==> src/rtl/rbd_pkg.sv <==
package rbd_pkg;
   // default geometry of the decoder
   localparam int RBD_ROWS_DEF   = 8;
   localparam int RBD_BND_W_DEF  = 8;
   localparam int RBD_SHIFT_DEF  = 23;
   localparam int RBD_ADDR_W_DEF = 32;

   // width of a row index for a given row count
   function automatic int rbd_idx_w(input int rows);
      return (rows > 1) ? $clog2(rows) : 1;
   endfunction
endpackage

==> src/rtl/rbd_bound_regs.sv <==
module rbd_bound_regs #(
   parameter int NUM_ROWS = 8,
   parameter int BND_W    = 8,
   parameter int IDX_W    = 3
) (
   input  logic                               clk,
   input  logic                               rst_n,
   input  logic                               wr_en,
   input  logic [IDX_W-1:0]                   wr_row,
   input  logic [BND_W-1:0]                   wr_val,
   output logic [NUM_ROWS-1:0][BND_W-1:0]     bnd_o
);
   if (NUM_ROWS > (1 << IDX_W)) begin : g_bad_idx
      $error("rbd_bound_regs: IDX_W too narrow for NUM_ROWS");
   end

   for (genvar r = 0; r < NUM_ROWS; r++) begin : g_row
      logic sel;
      assign sel = wr_en && (wr_row == IDX_W'(r));
      always_ff @(posedge clk or negedge rst_n) begin
         if (!rst_n)   bnd_o[r] <= '0;
         else if (sel) bnd_o[r] <= wr_val;
      end
   end
endmodule

==> src/rtl/rbd_limit_chain.sv <==
module rbd_limit_chain #(
   parameter int NUM_ROWS   = 8,
   parameter int BND_W      = 8,
   parameter int UNIT_SHIFT = 23,
   parameter int ADDR_W     = 32
) (
   input  logic [NUM_ROWS-1:0][BND_W-1:0]  bnd_i,
   output logic [NUM_ROWS-1:0][ADDR_W-1:0] base_o,
   output logic [NUM_ROWS-1:0][ADDR_W-1:0] lim_o
);
   localparam int SPAN_W = BND_W + UNIT_SHIFT;
   localparam logic [ADDR_W-1:0] TOP_LIM = ADDR_W'(1) << SPAN_W;

   if (ADDR_W < SPAN_W + 1) begin : g_bad_w
      $error("rbd_limit_chain: ADDR_W cannot hold the top-of-space limit");
   end

   for (genvar r = 0; r < NUM_ROWS; r++) begin : g_row
      logic [ADDR_W-1:0] prev;
      logic [ADDR_W-1:0] raw;
      if (r == 0) begin : g_first
         assign prev = '0;
      end else begin : g_next
         assign prev = lim_o[r-1];
      end
      assign raw       = ADDR_W'(bnd_i[r]) << UNIT_SHIFT;
      assign lim_o[r]  = ((prev != '0) && (bnd_i[r] == '0)) ? TOP_LIM : raw;
      assign base_o[r] = prev;
   end
endmodule

==> src/rtl/rbd_row_match.sv <==
module rbd_row_match #(
   parameter int NUM_ROWS = 8,
   parameter int ADDR_W   = 32,
   parameter int IDX_W    = 3
) (
   input  logic [ADDR_W-1:0]               addr_i,
   input  logic [NUM_ROWS-1:0][ADDR_W-1:0] base_i,
   input  logic [NUM_ROWS-1:0][ADDR_W-1:0] lim_i,
   output logic                            hit_o,
   output logic [IDX_W-1:0]                idx_o
);
   logic [NUM_ROWS-1:0] in_rng;

   for (genvar r = 0; r < NUM_ROWS; r++) begin : g_cmp
      // an empty or inverted range never matches
      assign in_rng[r] = (addr_i >= base_i[r]) && (addr_i < lim_i[r]);
   end

   // lowest-numbered matching row wins
   always_comb begin
      hit_o = 1'b0;
      idx_o = '0;
      for (int r = NUM_ROWS - 1; r >= 0; r--) begin
         if (in_rng[r]) begin
            hit_o = 1'b1;
            idx_o = IDX_W'(r);
         end
      end
   end
endmodule

==> src/rtl/row_bound_decoder.sv <==
module row_bound_decoder
   import rbd_pkg::*;
#(
   parameter int NUM_ROWS   = RBD_ROWS_DEF,
   parameter int BND_W      = RBD_BND_W_DEF,
   parameter int UNIT_SHIFT = RBD_SHIFT_DEF,
   parameter int ADDR_W     = RBD_ADDR_W_DEF,
   localparam int IDX_W     = rbd_idx_w(NUM_ROWS)
) (
   input  logic              clk,
   input  logic              rst_n,
   input  logic              wr_en,
   input  logic [IDX_W-1:0]  wr_row,
   input  logic [BND_W-1:0]  wr_val,
   input  logic [ADDR_W-1:0] addr_i,
   output logic              hit_o,
   output logic [IDX_W-1:0]  row_o,
   output logic [ADDR_W-1:0] base_o,
   output logic [ADDR_W-1:0] limit_o
);
   if (NUM_ROWS < 1) begin : g_bad_rows
      $error("row_bound_decoder: NUM_ROWS must be at least 1");
   end
   if (UNIT_SHIFT < 1) begin : g_bad_shift
      $error("row_bound_decoder: UNIT_SHIFT must be at least 1");
   end

   logic [NUM_ROWS-1:0][BND_W-1:0]  bnd;
   logic [NUM_ROWS-1:0][ADDR_W-1:0] row_base;
   logic [NUM_ROWS-1:0][ADDR_W-1:0] row_lim;
   logic                            dec_hit;
   logic [IDX_W-1:0]                dec_idx;
   logic [ADDR_W-1:0]               sel_base;
   logic [ADDR_W-1:0]               sel_lim;

   rbd_bound_regs #(
      .NUM_ROWS(NUM_ROWS), .BND_W(BND_W), .IDX_W(IDX_W)
   ) u_regs (
      .clk(clk), .rst_n(rst_n), .wr_en(wr_en),
      .wr_row(wr_row), .wr_val(wr_val), .bnd_o(bnd)
   );

   rbd_limit_chain #(
      .NUM_ROWS(NUM_ROWS), .BND_W(BND_W),
      .UNIT_SHIFT(UNIT_SHIFT), .ADDR_W(ADDR_W)
   ) u_chain (
      .bnd_i(bnd), .base_o(row_base), .lim_o(row_lim)
   );

   rbd_row_match #(
      .NUM_ROWS(NUM_ROWS), .ADDR_W(ADDR_W), .IDX_W(IDX_W)
   ) u_match (
      .addr_i(addr_i), .base_i(row_base), .lim_i(row_lim),
      .hit_o(dec_hit), .idx_o(dec_idx)
   );

   // pick the matching row's range; zeros on a miss
   always_comb begin
      sel_base = '0;
      sel_lim  = '0;
      for (int r = 0; r < NUM_ROWS; r++) begin
         if (dec_hit && (dec_idx == IDX_W'(r))) begin
            sel_base = row_base[r];
            sel_lim  = row_lim[r];
         end
      end
   end

   always_ff @(posedge clk or negedge rst_n) begin
      if (!rst_n) begin
         hit_o   <= 1'b0;
         row_o   <= '0;
         base_o  <= '0;
         limit_o <= '0;
      end else begin
         hit_o   <= dec_hit;
         row_o   <= dec_idx;
         base_o  <= sel_base;
         limit_o <= sel_lim;
      end
   end
endmodule

==> config.mk <==
export PLATFORM = sky130hd
export DESIGN_NAME = row_bound_decoder
export DESIGN_NICKNAME = d
export VERILOG_FILES = /design/src/rtl/rbd_pkg.sv /design/src/rtl/rbd_bound_regs.sv /design/src/rtl/rbd_limit_chain.sv /design/src/rtl/rbd_row_match.sv /design/src/rtl/row_bound_decoder.sv
export SDC_FILE = /design/constraint.sdc
export NUM_CORES = 1
export LEC_CHECK = 0
export ABC_AREA = 1
export ABC_CLOCK_PERIOD_IN_PS = 3700
export CAP_MARGIN = 0
export CORE_MARGIN = 2
export CORE_UTILIZATION = 45
export CTS_CLUSTER_DIAMETER = 120
export DETAILED_ROUTE_END_ITERATION = 16
export PLACE_DENSITY_LB_ADDON = 0.15
export SLEW_MARGIN = 20
export SYNTH_ARGS = -nofsm -noshare
export SYNTH_HDL_FRONTEND = slang
export SYNTH_SLANG_ARGS = --single-unit
==> constraint.sdc <==
create_clock -name clk -period 3.7 [get_ports clk]
set_input_delay 0.37 -clock clk [delete_from_list [all_inputs] [get_ports clk]]
set_output_delay 0.37 -clock clk [all_outputs]
set_load 0.01 [all_outputs]
**Yosys cells after proc, flatten, opt, wreduce, memory -nomap -nowiden**

Cells that the tools add are included.

- Register bits after elaboration: 132
- Bits of input ports: 46
- Output and inout bits: 68
- Word-level logic and storage cells: 127

- $lt $le $gt $ge: 16
- Equal/unequal tests: 14
- Mux-type cells: 38
- Reductions and logical operators: 47

Operators by type and width:

| operator | count |
|---|---|
| 32-bit two-way mux | 20 |
| 32-bit < comparator | 7 |
| 32-bit nonzero test | 7 |
| 32-bit greater-or-equal comparator | 6 |
| 31-bit two-way mux | 2 |
| 8-bit zero test | 7 |
| 32-bit by 1-bit greater-or-equal comparator with 1-bit output (second input constant) | 1 |
| 32-bit by 31-bit greater-or-equal comparator with 1-bit output | 1 |
| 32-bit by 31-bit < comparator with 1-bit output | 1 |
| 1-bit logical AND | 31 |
| 3-bit == test (second input constant) | 8 |
| 3-bit two-way mux | 8 |
| 3-bit by 2-bit == test with 1-bit output (second input constant) | 4 |
| 1-bit two-way mux | 8 |
| 3-bit by 1-bit == test with 1-bit output (second input constant) | 2 |
| 3-bit zero test | 2 |

**Depth between registers and ports, before layout**

Gate-level depths: netlist of the first run.

- Word-level depth: 41
- Gate-level depth with buffers: 38
- Depth with buffers taken out: 38

**By module**

A second synthesis of the first run with hierarchy kept.

- Cells, all modules: 3866
- Area total of the unflattened synthesis: 25156.6 um^2

Modules (own cells, without submodules):

| module | times used | cells each | area an instance (um^2) | sequential area each (um^2) |
|---|---|---|---|---|
| rbd_row_match | 1 | 2041 | 12929.9 | 0.0 |
| row_bound_decoder | 1 | 960 | 5676.7 | 1701.6 |
| rbd_limit_chain | 1 | 570 | 3881.2 | 0.0 |
| rbd_bound_regs | 1 | 295 | 2668.8 | 1601.5 |

**Worst setup path after synthesis of the first run**

No wires, ideal clock.

- Kind: register to register
- From: reg u_regs.bnd_o[14] (netlist bit)
- To: reg base_o[26]
- Setup time: 0.133 ns
- Arrival time: 3.410 ns
- Required time: 3.567 ns
- Setup slack: 0.157 ns
- Stages on the path, launching flop included: 34
- Path buffers: 1
- Clock period less this slack: 3.543 ns
- Cell sequence: dfrtp_1 > inv_1 > nand4_1 > nor2_1 > o21ai_1 > nand2_1 > nand2_1 > nand2_1 > nand2_1 > nand2_1 > nand2_1 > nand2_1 > nand2_1 > nand2_1 > nand2_1 > nand2_1 > nand2_1 > ha_1 > a21oi_1 > o21a_1 > nand3_1 > nor2_1 > nand2_1 > nand2_1 > nand2_1 > nand2_1 > nand2_2 > nand2_4 > nand2_4 > nand3_4 > buf_6 > nor2_2 > nor3_2 > nand4_1

- Cells in the longest elaborated chain, start to end: 40
- Elaborated cells between the ends (all ways): 78
- Classes of those cells: order compare (13); eq/ne (7); mux (30); reduce/logical (28)

RTL lines:

| what | RTL line | text |
|---|---|---|
| start: declaration | rbd_bound_regs.sv:11 | `output logic [NUM_ROWS-1:0][BND_W-1:0] bnd_o` |
| start signal: indexed assignment | rbd_bound_regs.sv:22 | `else if (sel) bnd_o[r] <= wr_val;` |
| 8-bit zero test | rbd_limit_chain.sv:27 | `assign lim_o[r] = ((prev != '0) && (bnd_i[r] == '0)) ? TOP_LIM : raw;` |
| 1-bit logical AND | rbd_limit_chain.sv:27 |  |
| 32-bit two-way mux (*) | rbd_limit_chain.sv:27 |  |
| 32-bit nonzero test | rbd_limit_chain.sv:27 |  |
| 1-bit logical AND | rbd_limit_chain.sv:27 |  |
| 32-bit two-way mux | rbd_limit_chain.sv:27 |  |
| 32-bit nonzero test | rbd_limit_chain.sv:27 |  |
| 1-bit logical AND | rbd_limit_chain.sv:27 |  |
| [14 not listed] | n/a |  |
| 1-bit logical AND | rbd_row_match.sv:16 | `assign in_rng[r] = (addr_i >= base_i[r]) && (addr_i < lim_i[r]);` |
| 3-bit two-way mux (8 in series) | rbd_row_match.sv:24 | `if (in_rng[r]) begin` |
| 3-bit by 1-bit == test with 1-bit output | row_bound_decoder.sv:62 | `if (dec_hit && (dec_idx == IDX_W'(r))) begin` |
| 1-bit logical AND | row_bound_decoder.sv:62 |  |
| 31-bit two-way mux | row_bound_decoder.sv:62 |  |
| 32-bit two-way mux (5 in series) | row_bound_decoder.sv:62 |  |
| 32-bit two-way mux (*) | row_bound_decoder.sv:62 |  |
| named net sel_base[26] | row_bound_decoder.sv:33 | `logic [ADDR_W-1:0] sel_base;` |
| end signal: assignment | row_bound_decoder.sv:78 | `base_o <= sel_base;` |
| end: declaration | row_bound_decoder.sv:18 | `output logic [ADDR_W-1:0] base_o,` |

Mark *: on every way through the listed nets, which the timed path passes. The rest lies on a longest branch.
A chain may end at the register's enable or synchronous reset.

**Final worst setup path of the first run**

- From: reg u_regs.bnd_o[15] (netlist bit)
- To: reg limit_o[31]

- Cells in the longest elaborated chain, start to end: 40
- Elaborated cells between the ends (all ways): 78
- Classes of those cells: order compare (13); eq/ne (7); mux (30); reduce/logical (28)

RTL lines:

| what | RTL line | text |
|---|---|---|
| 8-bit zero test | rbd_limit_chain.sv:27 |  |
| 1-bit logical AND | rbd_limit_chain.sv:27 |  |
| 32-bit two-way mux (*) | rbd_limit_chain.sv:27 |  |
| 32-bit nonzero test | rbd_limit_chain.sv:27 |  |
| 1-bit logical AND | rbd_limit_chain.sv:27 |  |
| 32-bit two-way mux | rbd_limit_chain.sv:27 |  |
| 32-bit nonzero test | rbd_limit_chain.sv:27 |  |
| 1-bit logical AND | rbd_limit_chain.sv:27 |  |
| [13 not listed] | n/a |  |
| 32-bit < comparator | rbd_row_match.sv:16 |  |
| 1-bit logical AND | rbd_row_match.sv:16 |  |
| 3-bit two-way mux (8 in series) | rbd_row_match.sv:24 |  |
| 3-bit by 1-bit == test with 1-bit output | row_bound_decoder.sv:62 |  |
| 1-bit logical AND | row_bound_decoder.sv:62 |  |
| 32-bit two-way mux (6 in series) | row_bound_decoder.sv:62 |  |
| 32-bit two-way mux (*) | row_bound_decoder.sv:62 |  |
| named net sel_lim[31] | row_bound_decoder.sv:34 | `logic [ADDR_W-1:0] sel_lim;` |
| end signal: assignment | row_bound_decoder.sv:79 | `limit_o <= sel_lim;` |
| end: declaration | row_bound_decoder.sv:19 | `output logic [ADDR_W-1:0] limit_o` |

Marked as above.

==> metrics.txt, run 1 <==
status finished, violations left; failing checks negative setup slack; nets@finish 1256; most common cell after layout, fill and taps aside nand2_1; Main synth FF type dfrtp_1; Global Route met3 Usage 5.57%; max cap viols 0; Worst-path clk slew 0.07 ns; Hold Path Class input port to asynchronous set/reset pin; CTS sink cnt 86; internal power 2.88 mW; Port-buffer cells 67; CP startpoint u_regs.bnd_o[15]$_DFFE_PN0P_; number of synthesized flops with an enable pin 0; dpl hpwl 17600 um; Clock Latency Late Sink 0.36 ns; clock share of power 20.3%; CTS tree yes; Setup WS post-layout -0.132 ns; P_leak 4.64 nW; Syn Std Cell Area 0.00675 mm^2; Initial Utilization 46.3%; DR WL/cell 17.8 um; full die area 0.0160 mm^2; ant diodes 0; synthesized area per cell 7.37 um^2; asr flop ratio synth 100%; grt total ovfl 0; # DRC 0; most used routing layer met2; Crit path top cell by count nand2_1; Synth Register Bits 86; met2 Use GR 45.7%; Layout area overhead 40.4%; yosys warns 0; Detail Route Antenna Nets 0; Hold Vio Cnt, Final 0; top fanout value on the critical path 7; Critical Path End limit_o[31]$_DFF_PN0_; vias in the first global route 6617; DRT Pass-1 Iters 5; VDD IR-drop max 0.000317 V; CTS Buffer Depth 2; Synth Instances 916; largest net degree at the start of global routing 64; Core ar. 0.0146 mm^2; clk_skew 0.0100 ns; Critical Path AT 4.08 ns; slowest stage delay, CP 0.39 ns; # IOs 114; via density per instance 5.24; FF-to-FF End limit_o[31]$_DFF_PN0_; H-tree depth 3; share of post-route cells with drive strength above 1 26.9%; first-pass GRT wire length 36200 um; Max Freq 261 MHz; RD Place Congestion 0.930; Logic pwr share 53.3%; DR iter-0 viols 664; Root Driver clkbuf_16; height of the die 127 um; power per cell area 514 mW/mm^2; crit share post-route 104%; Vias 6959; met1 GRT Util 41.5%; worst-margin pin slew 0.900 ns; Critical R2R Launch u_regs.bnd_o[15]$_DFFE_PN0P_; most frequent cells in the layout nand2_1 (227), buf_4 (145), inv_1 (97); Synth cell types 42; Slew Viols, Final 0; Num CTS Buffers 9; worst reg2reg setup slack -0.13 ns; Global Route Usage Sum 29.6%; register share of total power 26.4%; Startpoint Class flip-flop; relative slew slack 40.0%; final wirelength 23600 um; FP Rows 44; reg2reg path depth 37; sequential-to-total area share from yosys stat 31.9%; Hold WS 0.105 ns; Tmin final 3.83 ns; initial antenna violation count 0; Die W 127 um; RSZ-0062 raised after global routing true; Req. time, crit path 3.95 ns; Crit. End Element flip-flop; DP Worst Slack -0.354 ns; final setup fails 15; P_sw 1.99 mW; CP max stage cell dfrtp_1; final core occ 65.0%; Sw Share 40.9%; critical path type flip-flop to flip-flop; cts-stage hold buffer count 0
==> state kept, by name, summed over array words and instances, names as in the netlist <==
| signal | flops |
|---|---|
| limit_o | 9 |
| hit_o | 1 |
| u_regs.bnd_o | 64 |
| row_o | 3 |
| base_o | 9 |
==> critical path, delay by kind of cell (launching register included) <==
kind	cells	cell delay, ns
DFF	1	0.39
AOI/OAI and AO/OA	3	0.29
buffers and inverters	4	0.43
adders and majority gates	1	0.20
and+or+nand+nor	29	2.41
==> layer usage <==
layer,part of all wire [%],up-vias
met5,0,-
met4,2.9,0
met1,44,3214
met2,45,330
li1,-,3364
met3,8.6,51
==> synth_stat cells (2+ instances only) <==
| cell | number | area [um^2] |
|---|---|---|
| nor3_1 | 12 | 60.1 |
| nand3_1 | 27 | 135 |
| nor3_2 | 8 | 80.1 |
| ha_1 | 70 | 876 |
| o21ai_0 | 71 | 355 |
| nand3b_1 | 4 | 30.0 |
| nor2_1 | 82 | 308 |
| nand3_2 | 3 | 30.0 |
| dfrtp_1 | 86 | 2150 |
| o21a_1 | 5 | 37.5 |
| nor2_4 | 2 | 22.5 |
| nand2_1 | 242 | 908 |
| a21oi_1 | 29 | 145 |
| nand2_2 | 5 | 31.3 |
| nor2_2 | 16 | 100 |
| nor4_1 | 2 | 12.5 |
| clkbuf_1 | 14 | 52.6 |
| inv_4 | 3 | 18.8 |
| nand2_4 | 6 | 67.6 |
| o21ai_1 | 3 | 15.0 |
| a21o_1 | 3 | 22.5 |
| inv_1 | 103 | 387 |
| buf_4 | 50 | 375 |
| nand3_4 | 2 | 35.0 |
| o21ai_2 | 2 | 17.5 |
| inv_2 | 2 | 7.51 |
| nand4_1 | 41 | 257 |
| o22ai_1 | 8 | 50.1 |
| buf_6 | 2 | 22.5 |
==> kinds of logic (layout without fill, tap and decap cells) <==
group / Yosys count / count (layout) / share of synthesized area (%)
compound gates: 128 / 128 / 10.6
buf+inv: 176 / 356 / 13.1
other cells: 1 / 46 / 0.0555
simple gates: 455 / 459 / 31.5
fa+ha+maj: 70 / 70 / 13.0
flops: 86 / 86 / 31.9
==> area by class of cell <==
type / instances / area (um^2)
Clock inverter: 7 / 88.8
Clock buffer: 9 / 225
Fill cell: 1293 / 5110
Multi-Input combinational cell: 703 / 4310
Inverter: 110 / 440
Tap cell: 184 / 230
Timing Repair Buffer: 230 / 2040
Sequential cell: 86 / 2150
==> power groups by stage <==
stage               Combinational [mW]  Sequential (mW)  Clock [mW]
floorplan                         1.08             1.34           0
global placement                  2.18             1.29           0
global route                      2.80             1.30        1.03
finish                            2.60             1.29       0.989
CTS                               2.39             1.28       0.996
detailed placement                2.20             1.30           0
==> what timing repair did <==
action | 4_1_cts | 5_1_grt
endpoints found under the hold margin | 0 | 0
setup endpoints to repair | 18 | 18
pin swaps | 24 | 35
gates resized for setup | 44 | 63
gates cloned | 3 | 1
setup buffers | 14 | 10
==> how the worst min path moves through the flow <==
stage,startpoint,end,slack (ns),depth (start not counted)
3_3_place_gp,u_regs.bnd_o[31]$_DFFE_PN0P_,u_regs.bnd_o[31]$_DFFE_PN0P_,0.47,2
2_1_floorplan,rst_n,base_o[23]$_DFF_PN0_,0.07,0
5_1_grt,rst_n,limit_o[31]$_DFF_PN0_,0.18,1
6_report,rst_n,limit_o[31]$_DFF_PN0_,0.10,1
3_5_place_dp,u_regs.bnd_o[31]$_DFFE_PN0P_,u_regs.bnd_o[31]$_DFFE_PN0P_,0.48,2
4_1_cts,rst_n,limit_o[31]$_DFF_PN0_,0.14,1
==> per-stage QoR <==
step	TNS [ns]	instance area, um^2	cells	total power, mW
detailed placement	-3.78	8510	1286	3.50
CTS	-0.240	9170	1319	4.67
global route	-4.74	9480	1329	5.14
global placement	-2.39	8510	1286	3.47
floorplan	0	6920	961	2.42
finish	-0.672	9480	1329	4.87
Note: power is estimated with default switching activity, not from simulation.
==> run 2: changes to the inputs <==
--- a/config.mk
+++ b/config.mk
@@ -12,6 +12,7 @@
 export CORE_UTILIZATION = 45
 export CTS_CLUSTER_DIAMETER = 120
 export DETAILED_ROUTE_END_ITERATION = 16
+export GPL_TIMING_DRIVEN = 0
 export PLACE_DENSITY_LB_ADDON = 0.15
 export SLEW_MARGIN = 20
 export SYNTH_ARGS = -nofsm -noshare
==> metrics.txt, run 2 (synthesis results as in run 1) <==
grt total ovfl 0 (unchanged); full die area 0.0160 mm^2 (unchanged); VDD IR-drop max 0.000298 V (was 0.000317 V); final setup fails 18 (was 15); Hold Vio Cnt, Final 0 (unchanged); nets@finish 1236 (was 1256); CTS Buffer Depth 2 (unchanged); Port-buffer cells 67 (unchanged); reg2reg path depth 34 (was 37); Worst-path clk slew 0.07 ns (about the same); Vias 6894 (was 6959); clk_skew 0.00904 ns (was 0.0100 ns); Die W 127 um (unchanged); P_leak 4.55 nW (was 4.64 nW); Hold WS 0.0213 ns (was 0.105 ns); vias in the first global route 6065 (was 6617); Tmin final 3.99 ns (was 3.83 ns); initial antenna violation count 0 (unchanged); Req. time, crit path 3.89 ns (was 3.95 ns); dpl hpwl 15700 um (was 17600 um); largest net degree at the start of global routing 46 (was 64); most frequent cells in the layout nand2_1 (220), buf_4 (115), dfrtp_1 (85) (was nand2_1 (227), buf_4 (145), inv_1 (97)); register share of total power 28.8% (was 26.4%); Setup WS post-layout -0.285 ns (was -0.132 ns); DP Worst Slack -0.835 ns (was -0.354 ns); CP startpoint u_regs.bnd_o[11]$_DFFE_PN0P_ (was u_regs.bnd_o[15]$_DFFE_PN0P_); DR iter-0 viols 701 (was 664); Global Route Usage Sum 26.5% (was 29.6%); H-tree depth 3 (unchanged); CP max stage cell dfrtp_1 (unchanged); Startpoint Class flip-flop (unchanged); CTS sink cnt 86 (unchanged); Layout area overhead 38.3% (was 40.4%); clock share of power 19.2% (was 20.3%); critical path type flip-flop to flip-flop (unchanged); DP Area 0.00784 mm^2 (was 0.00851 mm^2); via density per instance 5.27 (was 5.24); setup TNS -3.73 ns (was -0.672 ns); P_sw 1.95 mW (was 1.99 mW); Core ar. 0.0146 mm^2 (unchanged); Crit. End Element flip-flop (unchanged); final wirelength 22000 um (was 23600 um); Critical R2R Launch u_regs.bnd_o[11]$_DFFE_PN0P_ (was u_regs.bnd_o[15]$_DFFE_PN0P_); # IOs 114 (unchanged); Overall Power 4.67 mW (was 4.87 mW); FF-to-FF End base_o[26]$_DFF_PN0_ (was limit_o[31]$_DFF_PN0_); power per cell area 500 mW/mm^2 (was 514 mW/mm^2); Critical Path AT 4.17 ns (was 4.08 ns); Detail Route Antenna Nets 0 (unchanged); Final Non-Filler Cells 1309 (was 1329); ant diodes 0 (unchanged); worst-margin pin slew 0.861 ns (was 0.900 ns); Clock Latency Late Sink 0.35 ns (was 0.36 ns); top fanout value on the critical path 6 (was 7); Sw Share 41.7% (was 40.9%); DR WL/cell 16.8 um (was 17.8 um); first-pass GRT wire length 33000 um (was 36200 um); slowest stage delay, CP 0.41 ns (was 0.39 ns); DRT Pass-1 Iters 5 (unchanged); CTS tree yes (unchanged); height of the die 127 um (unchanged); RSZ-0062 raised after global routing true (unchanged); # DRC 0 (unchanged); Largest Register u_regs.bnd_o (unchanged); largest registers u_regs.bnd_o (64), base_o (9), limit_o (9) (unchanged); Crit path top cell by count nand2_4 (was nand2_1); Initial Utilization 46.3% (unchanged); RD Place Congestion 0.972 (was 0.930); Cells after DPL 1213 (was 1286); max reg flops 64 (unchanged); Slew Viols, Final 0 (unchanged); Logic pwr share 52.0% (was 53.3%); Num CTS Buffers 9 (unchanged); internal power 2.72 mW (was 2.88 mW); Root Driver clkbuf_16 (unchanged); worst reg2reg setup slack -0.29 ns (was -0.13 ns); crit share post-route 108% (was 104%); failing checks negative setup slack (unchanged); cts-stage hold buffer count 0 (unchanged); final core occ 64.0% (was 65.0%); Max Freq 251 MHz (was 261 MHz); Hold Path Class input port to asynchronous set/reset pin (unchanged); relative slew slack 42.2% (was 40.0%); FP Rows 44 (unchanged); max cap viols 0 (unchanged); status finished, violations left (unchanged); share of post-route cells with drive strength above 1 26.0% (was 26.9%); most common cell after layout, fill and taps aside nand2_1 (unchanged); Finished Cell Area 0.00934 mm^2 (was 0.00948 mm^2)
[run 2: cell count changes in the layout (fill, tap and decap cells not counted), sizes merged]
cell,before,now
buf,164,132
clkbuf,9,25
bufinv,1,0
clkinvlp,0,1
inv,113,112
nand2,254,253
nand3,33,32
nand4,43,42
[run 2: worst max-delay path by stage]
stage                                       end  cells after the start
floorplan                  base_o[26]$_DFF_PN0_                     33
global placement    u_regs.bnd_o[4]$_DFFE_PN0P_                      1
detailed placement         base_o[30]$_DFF_PN0_                     30
CTS                        base_o[26]$_DFF_PN0_                     34
global route              limit_o[31]$_DFF_PN0_                     35
finish                     base_o[26]$_DFF_PN0_                     34
[run 2: layer usage]
layer	routed length (um)	up-vias	global-route usage (%)
li1	-	3320	-
met1	9520	3184	38.6
met2	10100	344	41.3
met3	1890	46	4.01
met4	476	0	6.98
met5	0	-	0
[run 2: area by class of cell]
cell class / count / area, um^2
Inverter: 110 / 440
Clock buffer: 10 / 239
Buffer: 66 / 462
Tap cell: 184 / 230
Timing Repair Buffer: 147 / 1400
Clock inverter: 6 / 43.8
Multi-Input combinational cell: 700 / 4370
Sequential cell: 86 / 2150
Fill cell: 1280 / 5250
[run 2: repair_timing]
item	in CTS	in global routing
gates resized for setup	81	59
pin swaps	32	46
endpoints found under the setup margin	20	18
setup buffers	57	20
cloned	3	1
[run 2: power groups by stage]
stage	combinational, mW	clock, mW	sequential [mW]
6_report	2.43	0.899	1.35
5_1_grt	2.62	0.945	1.36
4_1_cts	2.10	0.901	1.33
3_5_place_dp	1.74	0	1.35
3_3_place_gp	1.72	0	1.35
2_1_floorplan	1.08	0	1.34
[run 2: critical path: cells and delay by family (launching register included)]
kind	cells	cell delay [ns]
fa+ha+maj	1	0.31
compound gates	3	0.25
buf+inv	3	0.34
simple gates	27	2.50
flops	1	0.41
